`config.mk`:
```
export PLATFORM = sky130hd
export DESIGN_NAME = cmov_cracker
export DESIGN_NICKNAME = d
export VERILOG_FILES = /design/src/rtl/cmvx_pkg.sv /design/src/rtl/cmvx_rst_sync.sv /design/src/rtl/cmvx_decode.sv /design/src/rtl/cmvx_phase.sv /design/src/rtl/cmvx_build.sv /design/src/rtl/cmov_cracker.sv
export SDC_FILE = /design/constraint.sdc
export NUM_CORES = 1
export LEC_CHECK = 0
export BUFFER_PORTS_ARGS = -buffer_cell sky130_fd_sc_hd__buf_2
export CAP_MARGIN = 20
export CORE_UTILIZATION = 26
export DETAILED_ROUTE_END_ITERATION = 10
export PLACE_DENSITY = 0.72
export SLEW_MARGIN = 30
export SYNTH_ARGS = -nofsm -noshare
export SYNTH_HDL_FRONTEND = slang
export SYNTH_SLANG_ARGS = --single-unit
```
`constraint.sdc`:
```
create_clock -name clk -period 1.25 [get_ports clk]
set_clock_uncertainty 0.05 [all_clocks]
set_input_delay 0.125 -clock clk [delete_from_list [all_inputs] [get_ports clk]]
set_output_delay 0.125 -clock clk [all_outputs]
set_load 0.02 [all_outputs]
```
`src/rtl/cmvx_pkg.sv`:
```
package cmvx_pkg;
  localparam int KIND_W = 2;
  localparam logic [KIND_W-1:0] KIND_PASS  = 2'b00;
  localparam logic [KIND_W-1:0] KIND_SEL   = 2'b01;
  localparam logic [KIND_W-1:0] KIND_MERGE = 2'b10;
endpackage

```
`src/rtl/cmvx_rst_sync.sv`:
```
module cmvx_rst_sync #(
  parameter int STAGES = 2
) (
  input  logic clk,
  input  logic rst_n,
  output logic rst_sync_n
);
  logic [STAGES-1:0] chain_q;
  logic [STAGES-1:0] chain_d;

  always_comb begin
    chain_d = {chain_q[STAGES-2:0], 1'b1};
  end

  always_ff @(posedge clk or negedge rst_n) begin
    if (!rst_n) chain_q <= '0;
    else        chain_q <= chain_d;
  end

  assign rst_sync_n = chain_q[STAGES-1];
endmodule

```
`src/rtl/cmvx_decode.sv`:
```
module cmvx_decode #(
  parameter int           OPC_W     = 6,
  parameter logic [5:0]   CMOV_MASK = 6'h38,
  parameter logic [5:0]   CMOV_BASE = 6'h18
) (
  input  logic [OPC_W-1:0] opc,
  output logic             is_cmov
);
  localparam logic [OPC_W-1:0] MASK_W = OPC_W'(CMOV_MASK);
  localparam logic [OPC_W-1:0] BASE_W = OPC_W'(CMOV_BASE);

  always_comb begin
    is_cmov = ((opc & MASK_W) == BASE_W);
  end
endmodule

```
`src/rtl/cmvx_phase.sv`:
```
module cmvx_phase (
  input  logic clk,
  input  logic rst_n,
  input  logic in_valid,
  input  logic out_ready,
  input  logic is_cmov,
  output logic second_q
);
  logic second_d;
  logic phase_en;

  always_comb begin
    phase_en = in_valid & out_ready;
    second_d = is_cmov & ~second_q;
  end

  always_ff @(posedge clk or negedge rst_n) begin
    if (!rst_n)        second_q <= 1'b0;
    else if (phase_en) second_q <= second_d;
  end

  AST_PHASE_ONLY_CMOV: assert property (@(posedge clk) disable iff (!rst_n)
    second_q |-> in_valid && is_cmov) else $error("phase set without cmov");
endmodule

```
`src/rtl/cmvx_build.sv`:
```
module cmvx_build
  import cmvx_pkg::*;
#(
  parameter int OPC_W = 6,
  parameter int REG_W = 5
) (
  input  logic [OPC_W-1:0]  opc,
  input  logic [REG_W-1:0]  ra,
  input  logic [REG_W-1:0]  rb,
  input  logic [REG_W-1:0]  rc,
  input  logic              is_cmov,
  input  logic              second,
  output logic [KIND_W-1:0] kind,
  output logic [OPC_W-1:0]  u_opc,
  output logic [REG_W-1:0]  src_a,
  output logic              src_a_tmp,
  output logic [REG_W-1:0]  src_b,
  output logic [REG_W-1:0]  dst,
  output logic              dst_tmp
);
  always_comb begin
    u_opc     = opc;
    kind      = KIND_PASS;
    src_a     = ra;
    src_a_tmp = 1'b0;
    src_b     = rb;
    dst       = rc;
    dst_tmp   = 1'b0;
    if (is_cmov) begin
      if (!second) begin
        kind    = KIND_SEL;
        src_a   = ra;
        src_b   = rc;
        dst_tmp = 1'b1;
      end else begin
        kind      = KIND_MERGE;
        src_a     = rc;
        src_a_tmp = 1'b1;
        src_b     = rb;
      end
    end
  end
endmodule

```
`src/rtl/cmov_cracker.sv`:
```
module cmov_cracker
  import cmvx_pkg::*;
#(
  parameter int         OPC_W     = 6,
  parameter int         REG_W     = 5,
  parameter logic [5:0] CMOV_MASK = 6'h38,
  parameter logic [5:0] CMOV_BASE = 6'h18
) (
  input  logic              clk,
  input  logic              rst_n,
  input  logic              in_valid,
  output logic              in_ready,
  input  logic [OPC_W-1:0]  in_opc,
  input  logic [REG_W-1:0]  in_ra,
  input  logic [REG_W-1:0]  in_rb,
  input  logic [REG_W-1:0]  in_rc,
  output logic              out_valid,
  input  logic              out_ready,
  output logic [1:0]        out_kind,
  output logic [OPC_W-1:0]  out_opc,
  output logic [REG_W-1:0]  out_src_a,
  output logic              out_src_a_tmp,
  output logic [REG_W-1:0]  out_src_b,
  output logic [REG_W-1:0]  out_dst,
  output logic              out_dst_tmp
);
  logic rst_sync_n;
  logic is_cmov;
  logic second_q;

  cmvx_rst_sync #(.STAGES(2)) u_rst (
    .clk(clk), .rst_n(rst_n), .rst_sync_n(rst_sync_n)
  );

  cmvx_decode #(.OPC_W(OPC_W), .CMOV_MASK(CMOV_MASK), .CMOV_BASE(CMOV_BASE)) u_dec (
    .opc(in_opc), .is_cmov(is_cmov)
  );

  cmvx_phase u_phase (
    .clk(clk), .rst_n(rst_sync_n), .in_valid(in_valid), .out_ready(out_ready),
    .is_cmov(is_cmov), .second_q(second_q)
  );

  cmvx_build #(.OPC_W(OPC_W), .REG_W(REG_W)) u_build (
    .opc(in_opc), .ra(in_ra), .rb(in_rb), .rc(in_rc),
    .is_cmov(is_cmov), .second(second_q),
    .kind(out_kind), .u_opc(out_opc), .src_a(out_src_a), .src_a_tmp(out_src_a_tmp),
    .src_b(out_src_b), .dst(out_dst), .dst_tmp(out_dst_tmp)
  );

  always_comb begin
    out_valid = in_valid;
    in_ready  = out_ready & (~is_cmov | second_q);
  end

  AST_IDLE_QUIET: assert property (@(posedge clk) disable iff (!rst_n)
    !in_valid |-> !out_valid) else $error("valid without input");
  AST_PASS_SINGLE: assert property (@(posedge clk) disable iff (!rst_n)
    out_valid && out_kind == KIND_PASS |-> in_ready == out_ready) else $error("pass not single");
  AST_SEL_HOLDS_INPUT: assert property (@(posedge clk) disable iff (!rst_n)
    out_kind == KIND_SEL |-> !in_ready && out_dst_tmp) else $error("sel consumed input");
  AST_MERGE_FOLLOWS: assert property (@(posedge clk) disable iff (!rst_n)
    out_valid && out_ready && out_kind == KIND_SEL |=> out_valid && out_kind == KIND_MERGE)
    else $error("merge missing");
  AST_CONSUME_ON_MERGE: assert property (@(posedge clk) disable iff (!rst_n)
    in_valid && in_ready && out_kind != KIND_PASS |-> out_kind == KIND_MERGE) else $error("early consume");
  AST_STALL_STABLE: assert property (@(posedge clk) disable iff (!rst_n)
    out_valid && !out_ready |=> out_valid && $stable(out_kind) && $stable(out_src_a)
      && $stable(out_src_b) && $stable(out_dst) && $stable(out_opc)) else $error("stall changed uop");
  AST_MERGE_THEN_FRESH: assert property (@(posedge clk) disable iff (!rst_n)
    out_valid && out_ready && out_kind == KIND_MERGE |=> out_kind != KIND_MERGE) else $error("phase not reset");
endmodule

```
Word-level counts from Yosys, hierarchy flattened
Cells that the tools add are included.
{"block": "classes", "eq_ne": 1, "muxes": 10, "bitwise_logic": 6}
{"cell": "5-bit 2-to-1 mux", "n": 4}
{"cell": "1-bit 2-to-1 mux", "n": 4}
{"cell": "2-bit 2-to-1 mux", "n": 2}
{"cell": "1-bit bitwise AND", "n": 3}
{"cell": "3-bit by 2-bit == test with 1-bit output (second input constant)", "n": 1}
{"cell": "1-bit NOT", "n": 2}
{"cell": "1-bit OR", "n": 1}
{"block": "word_totals", "regBits": 3}

Depth between registers and ports, before layout
Gate-level depths: netlist (run 1).
{"block": "depth", "depth_word": 4, "depth_mapped": 3, "mapped_depth_nobuf": 2}

Hierarchy
Synthesis (run 1) repeated with hierarchy kept, for this count alone.
{"block": "unflattened", "cells_unflattened": 39, "area_unflattened_um2": 389.1}
{"module": "cmvx_build", "n_inst": 1, "cells_per_inst": 28, "area_each_um2": 257.7, "seq_area_each_um2": 0.0}
{"module": "cmvx_rst_sync", "n_inst": 1, "cells_per_inst": 3, "area_each_um2": 53.8, "seq_area_each_um2": 50.0}
{"module": "cmvx_phase", "n_inst": 1, "cells_per_inst": 4, "area_each_um2": 50.0, "seq_area_each_um2": 25.0}
{"module": "cmov_cracker", "n_inst": 1, "cells_per_inst": 3, "area_each_um2": 18.8, "seq_area_each_um2": 0.0}
{"module": "cmvx_decode", "n_inst": 1, "cells_per_inst": 1, "area_each_um2": 8.8, "seq_area_each_um2": 0.0}

Least setup slack after synthesis (run 1)
Ideal clock, no wire load.
{"block": "synth_path", "path_kind": "register to output", "start": "register u_phase.second_q", "end": "output port out_src_b[0]", "arrival_time_ns": 1.133, "t_required_ns": 1.075, "path_slack_ns": -0.058, "stages_incl_launch_ff": 4, "cell_sequence": "dfrtp_1 > and4bb_1 > buf_6 > mux2_4"}
{"block": "synth_via", "elab_chain_len": 2}
{"item": "start: declaration", "line": "cmvx_phase.sv:7", "rtl": "output logic second_q"}
{"item": "start signal: assignment", "line": "cmvx_phase.sv:19", "rtl": "else if (phase_en) second_q <= second_d;"}
{"item": "5-bit 2-to-1 mux", "line": "cmvx_build.sv:30", "rtl": "if (!second) begin"}
{"item": "5-bit 2-to-1 mux", "line": "cmvx_build.sv:29", "rtl": "if (is_cmov) begin"}
{"item": "end: declaration", "line": "cmov_cracker.sv:23", "rtl": "output logic [REG_W-1:0] out_src_b,"}
No other way between the ends.

Worst setup path after layout (run 1)
{"block": "layout_path", "start": "register u_phase.second_q", "end": "output port out_src_b[3]"}
Same word-level chain as after synthesis.

==> results_dict.tcl, run 1 <==
set metrics [dict create \
    status "finished with violations" \
    violations "setup timing" \
    drcViolationCount 0 \
    clock_path_buffers 2 \
    dp_cells 85 \
    cts_inserted_buffers 3 \
    cp_slowest_cell "dfrtp_1" \
    grt_usage_pct 10.3 \
    clkTransAtPathRegs_ns 0.04 \
    p_sw_mw 0.166 \
    leakagePower_nw 0.439 \
    p_int_mw 0.367 \
    drt_iter0_markers 4 \
    end_kind "primary output" \
    die_x_um 40.3 \
    fp.dieH_um 40.3 \
    period_needed_ns 1.67 \
    seqPwrFrac_pct 19.8 \
    totalWireLength_mm 1.08 \
    synthToLayoutAreaGrowth_pct 98.4 \
    place_area_um2 559 \
    grt_start_max_net_pins 7 \
    synthTopCellsByCount "buf_4 (14), mux2_2 (6), mux2_4 (5)" \
    vias_per_cell 4.23 \
    initial_core_util_pct 28.6 \
    grt.overflow.total 0 \
    die_area_mm2 0.00162 \
    cap_violations 0 \
    ys_warn_count 0 \
    root_buffer "clkbuf_4" \
    whs_ns 0.154 \
    synthArstFlopShare_pct 100 \
    rows 13 \
    fin_ws_ns -0.421 \
    min_path_type "in2async" \
    crit_chain "and4bb_2, buf_12, mux2_4, buf_6" \
    r2r_start "u_phase.second_q" \
    vias 398 \
    fin_cells 94 \
    final_max_slew_viol_count 0 \
    syn-cell-area_um2 382 \
    io_pins 52 \
    pwr-share-clk_pct 31.8 \
    worstPathMaxFanout 6 \
    r2r_cells 3 \
    critPathTopFamily "flip-flops" \
    synth_top_area_share_pct 27.5 \
    diodes 0 \
    cpPeakStageDelay_ns 0.36 \
    peakVddDrop_mv 0.484 \
    pwr-share-comb_pct 48.4 \
    yosysMostFrequentCell "buf_4" \
    finalHoldViolations 0 \
    gp_congestion 0.576 \
    netlist_instances 35 \
    final_area_um2 757 \
    ys_seq_area_share_pct 19.7 \
    grt_pass1_vias 310 \
    clock_latency_ns 0.23 \
    power_density_mw_per_mm2 704 \
    worst-endpoint-required_ns 1.08 \
    rrSetupSlack_ns 0.09 \
    numPortBuffers 45 \
    final_min_period_over_clock_period_pct 134 \
    fin_nets 105 \
    yosys_register_bits 3 \
    grt_pass1_wl_mm 1.09 \
    fmax_mhz 598 \
    synth_area_per_cell_um2 10.9 \
    h-tree-depth 1 \
    critPathBufInv 2 \
    critical_path_class "reg2out" \
    antenna_left 0 \
    syn_nets 60 \
    antenna_found_initial 0 \
    crit_end "out_src_b[3]" \
    synth_cell_types 11 \
    cp_data_arrival_time_ns 1.50 \
    cp-startpoint "u_phase.second_q" \
    synth_edf_count 0 \
    yosys-top-cells-area "buf_4 (28%), dfrtp_1 (20%), mux2_4 (20%)" \
    sw_frac_of_total_pct 31.1 \
    drive_gt1_share_pct 89.9 \
    fin_tns_setup_ns -4.54 \
    cts_tree "yes" \
    clkSinkCount 3 \
    core-area_mm2 0.00133 \
    routedWlPerCell_um 11.5 \
    finalSetupViolations 15 \
    yosys.area.top_type "buf_4" \
    r2r-end "u_phase.second_q" \
    cp_num_cells 4 \
    dr.pass1.iters 2 \
    synthFlopType "dfrtp_1" \
    rsz0062_at_grt "true" \
    worstSetupStartpointType "flip-flop" \
]
## sequential cells by signal, indices dropped and copies added (netlist names)
| signal | flops |
|---|---|
| u_rst.chain_q | 2 |
| u_phase.second_q | 1 |
## layout make-up
class                           instances  area (um^2)
Fill cell                             110          577
Timing Repair Buffer                   55          419
Inverter                                1         3.75
Tap cell                               15         18.8
Clock buffer                            4         26.3
Multi-Input combinational cell         16          214
Sequential cell                         3         75.1
## power groups by stage
stage / Sequential [mW] / Clock, mW / Combinational [mW]
finish: 0.105 / 0.170 / 0.258
floorplan: 0.107 / 0 / 0.143
detailed placement: 0.107 / 0 / 0.197
CTS: 0.105 / 0.174 / 0.248
global placement: 0.106 / 0 / 0.194
global route: 0.106 / 0.183 / 0.275
## routing by layer
layer  part of all wire, %  GRT usage [%]  vias up
met4                     0           2.50        0
met5                     0              0        -
met3                    14           6.11        0
met2                    58           21.0       31
li1                      -              -      192
met1                    28           7.92      175
## placed cells by master (no fill, tap or decap), types with 2 or more instances in the layout
| cell type | count |
|---|---|
| buf_2 | 30 |
| buf_4 | 5 |
| dfrtp_1 | 3 |
| buf_6 | 17 |
| clkbuf_4 | 3 |
| dlygate4sd3_1 | 2 |
| mux2_4 | 10 |
## kinds of logic after synthesis
family | after synthesis | share of synthesized area, %
other cells | 1 | 0.983
buf+inv | 16 | 31.5
flops | 3 | 19.7
simple gates | 4 | 10.5
mux | 11 | 37.4
## per-stage QoR
step	utilization (%)	setup slack [ns]	total power, mW
after detailed placement	41.9	-0.185	0.304
final	56.8	-0.421	0.533
after CTS	54.0	-0.434	0.528
after global placement	41.9	-0.170	0.301
after global routing	56.8	-0.464	0.563
after floorplan	-	-0.0580	0.250
## worst min-delay path by stage
stage | start | to | slack (ns)
after floorplan | rst_n | u_rst.chain_q[0] | -0.22
after global placement | rst_n | u_rst.chain_q[0] | -0.14
after detailed placement | rst_n | u_rst.chain_q[1] | -0.13
after CTS | rst_n | u_rst.chain_q[0] | 0.15
after global routing | rst_n | u_rst.chain_q[1] | 0.16
final | rst_n | u_rst.chain_q[0] | 0.15
## timing repair
action	CTS	global route
hold buffers	2	0
hold endpoints to repair	3	0
setup buffers	1	2
setup endpoints to repair	15	15
pin swaps	1	1
resized for setup	33	7
No activity file was read; power rests on OpenSTA's default activity.
==> run 2, diff against run 1 <==
Settings changed: CORE_MARGIN from default to 2, PLACE_DENSITY 0.72 to default, PLACE_DENSITY_LB_ADDON from default to 0.25, RECOVER_POWER from default to 50.
==> run 2 against run 1 <==
Hold slack improved by 0.0094 ns. Register-to-register slack hardly changed. Routed wire length is 8.5% lower. Worst setup slack better by 0.016 ns. Global-route usage is 0.81 points higher. Non-clock buffer count shrank 2. Clock-buffer cell count unchanged. Largest power group unchanged. Combinational power shrank 4%. Final cell count down 2.1%. Critical path depth unchanged. Design area fell by 3.5%. The flow still finishes with violations (setup timing). Maximum frequency rose by 0.94%.
==> results_dict.tcl, run 2 (synthesized netlist as in run 1, its figures left out) <==
set metrics [dict create \
    root_buffer "clkbuf_4" \
    final_cell_mix "buf_2 (28), buf_6 (15), mux2_4 (10), clkbuf_1 (4), buf_4 (4)" \
    largest_reg_flops 2 \
    antenna_left 0 \
    cap_violations 0 \
    critical_path_class "reg2out" \
    leakagePower_nw 0.418 \
    place_area_um2 544 \
    grt_start_max_net_pins 7 \
    totalWireLength_um 985 \
    fin_ws_ns -0.405 \
    fmax_mhz 604 \
    critPathBufInv 2 \
    cts_inserted_buffers 3 \
    end_kind "primary output" \
    clock_latency_ns 0.23 \
    grt.overflow.total 0 \
    fillerInstances 139 \
    period_needed_ns 1.66 \
    min_path_type "in2async" \
    power.total_mw 0.517 \
    worst-endpoint-required_ns 1.08 \
    cp_slowest_cell "dfrtp_1" \
    vias_per_cell 4.29 \
    r2r-end "u_phase.second_q" \
    vias 395 \
    r2r_start "u_phase.second_q" \
    rrSetupSlack_ns 0.10 \
    clock_path_buffers 2 \
    mostFrequentLayoutCell "buf_2" \
    worstPathMaxFanout 5 \
    grt_pass1_vias 369 \
    worstSetupStartpointType "flip-flop" \
    routedWlPerCell_um 10.7 \
    core-area_mm2 0.00133 \
    initial_core_util_pct 28.6 \
    status "finished with violations" \
    finalSetupViolations 15 \
    largest-register "u_rst.chain_q" \
    crit_chain "and4bb_2, buf_12, mux2_4, buf_6" \
    dr.pass1.iters 3 \
    antenna_found_initial 0 \
    h-tree-depth 1 \
    cts_tree "yes" \
    clkSinkCount 3 \
    drcViolationCount 0 \
    peakVddDrop_mv 0.510 \
    numPortBuffers 45 \
    synthToLayoutAreaGrowth_pct 91.5 \
    grt_pass1_wl_mm 1.50 \
    die_x_um 42.3 \
    grt_usage_pct 11.1 \
    critPathTopFamily "flip-flops" \
    drive_gt1_share_pct 85.7 \
    final_max_slew_viol_count 0 \
    clkTransAtPathRegs_ns 0.04 \
    io_pins 52 \
    largest_registers "u_rst.chain_q (2), u_phase.second_q (1)" \
    die_area_mm2 0.00179 \
    fin_nets 103 \
    final_min_period_over_clock_period_pct 132 \
    rows 13 \
    final_area_um2 731 \
    violations "setup timing" \
    dp.final_hpwl_um 733 \
    diodes 0 \
    finalHoldViolations 0 \
    drt_iter0_markers 1 \
    r2r_cells 3 \
    cpPeakStageDelay_ns 0.36 \
    cp_data_arrival_time_ns 1.48 \
    rsz0062_at_grt "true" \
    fp.dieH_um 42.3 \
    power_density_mw_per_mm2 708 \
    gp_congestion 0.661 \
]
==> run 2: through the flow <==
step | util (%) | hold slack, ns | setup slack [ns] | setup TNS, ns | cells
finish | 54.8 | 0.163 | -0.405 | -4.88 | 92
global route | 54.8 | 0.171 | -0.461 | -5.84 | 92
CTS | 54.2 | 0.155 | -0.427 | -5.01 | 91
detailed placement | 40.8 | -0.138 | -0.184 | -1.52 | 83
global placement | 40.8 | -0.139 | -0.162 | -1.30 | 83
floorplan | - | -0.221 | -0.0580 | -0.290 | 35
==> run 2: final cells by class <==
cell class | count | area, um^2 | area share [%]
well taps | 15 | 18.8 | 2.57
flip-flops and latches | 3 | 75.1 | 10.3
inverters | 1 | 6.26 | 0.856
multi-input cells | 16 | 214 | 29.3
clock buffers | 4 | 26.3 | 3.60
repair buffers | 53 | 390 | 53.4
==> run 2: worst max path at each step <==
stage	start	endpoint	slack (ns)	cells past startpoint
final	u_phase.second_q	out_src_b[1]	-0.41	4
after global routing	u_phase.second_q	out_src_b[1]	-0.46	4
after CTS	u_phase.second_q	out_src_b[2]	-0.43	4
after detailed placement	u_phase.second_q	out_src_b[2]	-0.18	4
after global placement	u_phase.second_q	out_src_b[2]	-0.16	4
after floorplan	u_phase.second_q	out_src_b[0]	-0.06	3
==> run 2: worst reg2reg max path, stage by stage (launching register included) <==
cell and delay (ns):
dfrtp_1 0.33, and4bb_2 0.25, buf_4 0.15, mux2_2 0.25
==> run 2: metal layers <==
metal  vias to the layer above  wire length, um  GRT usage, %
met1                       188              310          10.5
met2                        20              580          20.6
met5                         -                0             0
met3                         0               95          5.17
li1                        187                -             -
met4                         0                0          3.75
==> run 2: where the power goes <==
group	leakage [nW]	internal, mW	switching, mW
clock network	0.0150	0.119	0.0456
logic	0.366	0.136	0.112
registers	0.0368	0.104	0.00169
==> run 2: timing repair <==
action / 4_1_cts / 5_1_grt
hold buffers: 2 / 0
gates resized for setup: 37 / 1
endpoints found under the setup margin: 15 / 15
buffers inserted: 2 / 1
pin swaps: 2 / 1
hold endpoints to repair: 3 / 0
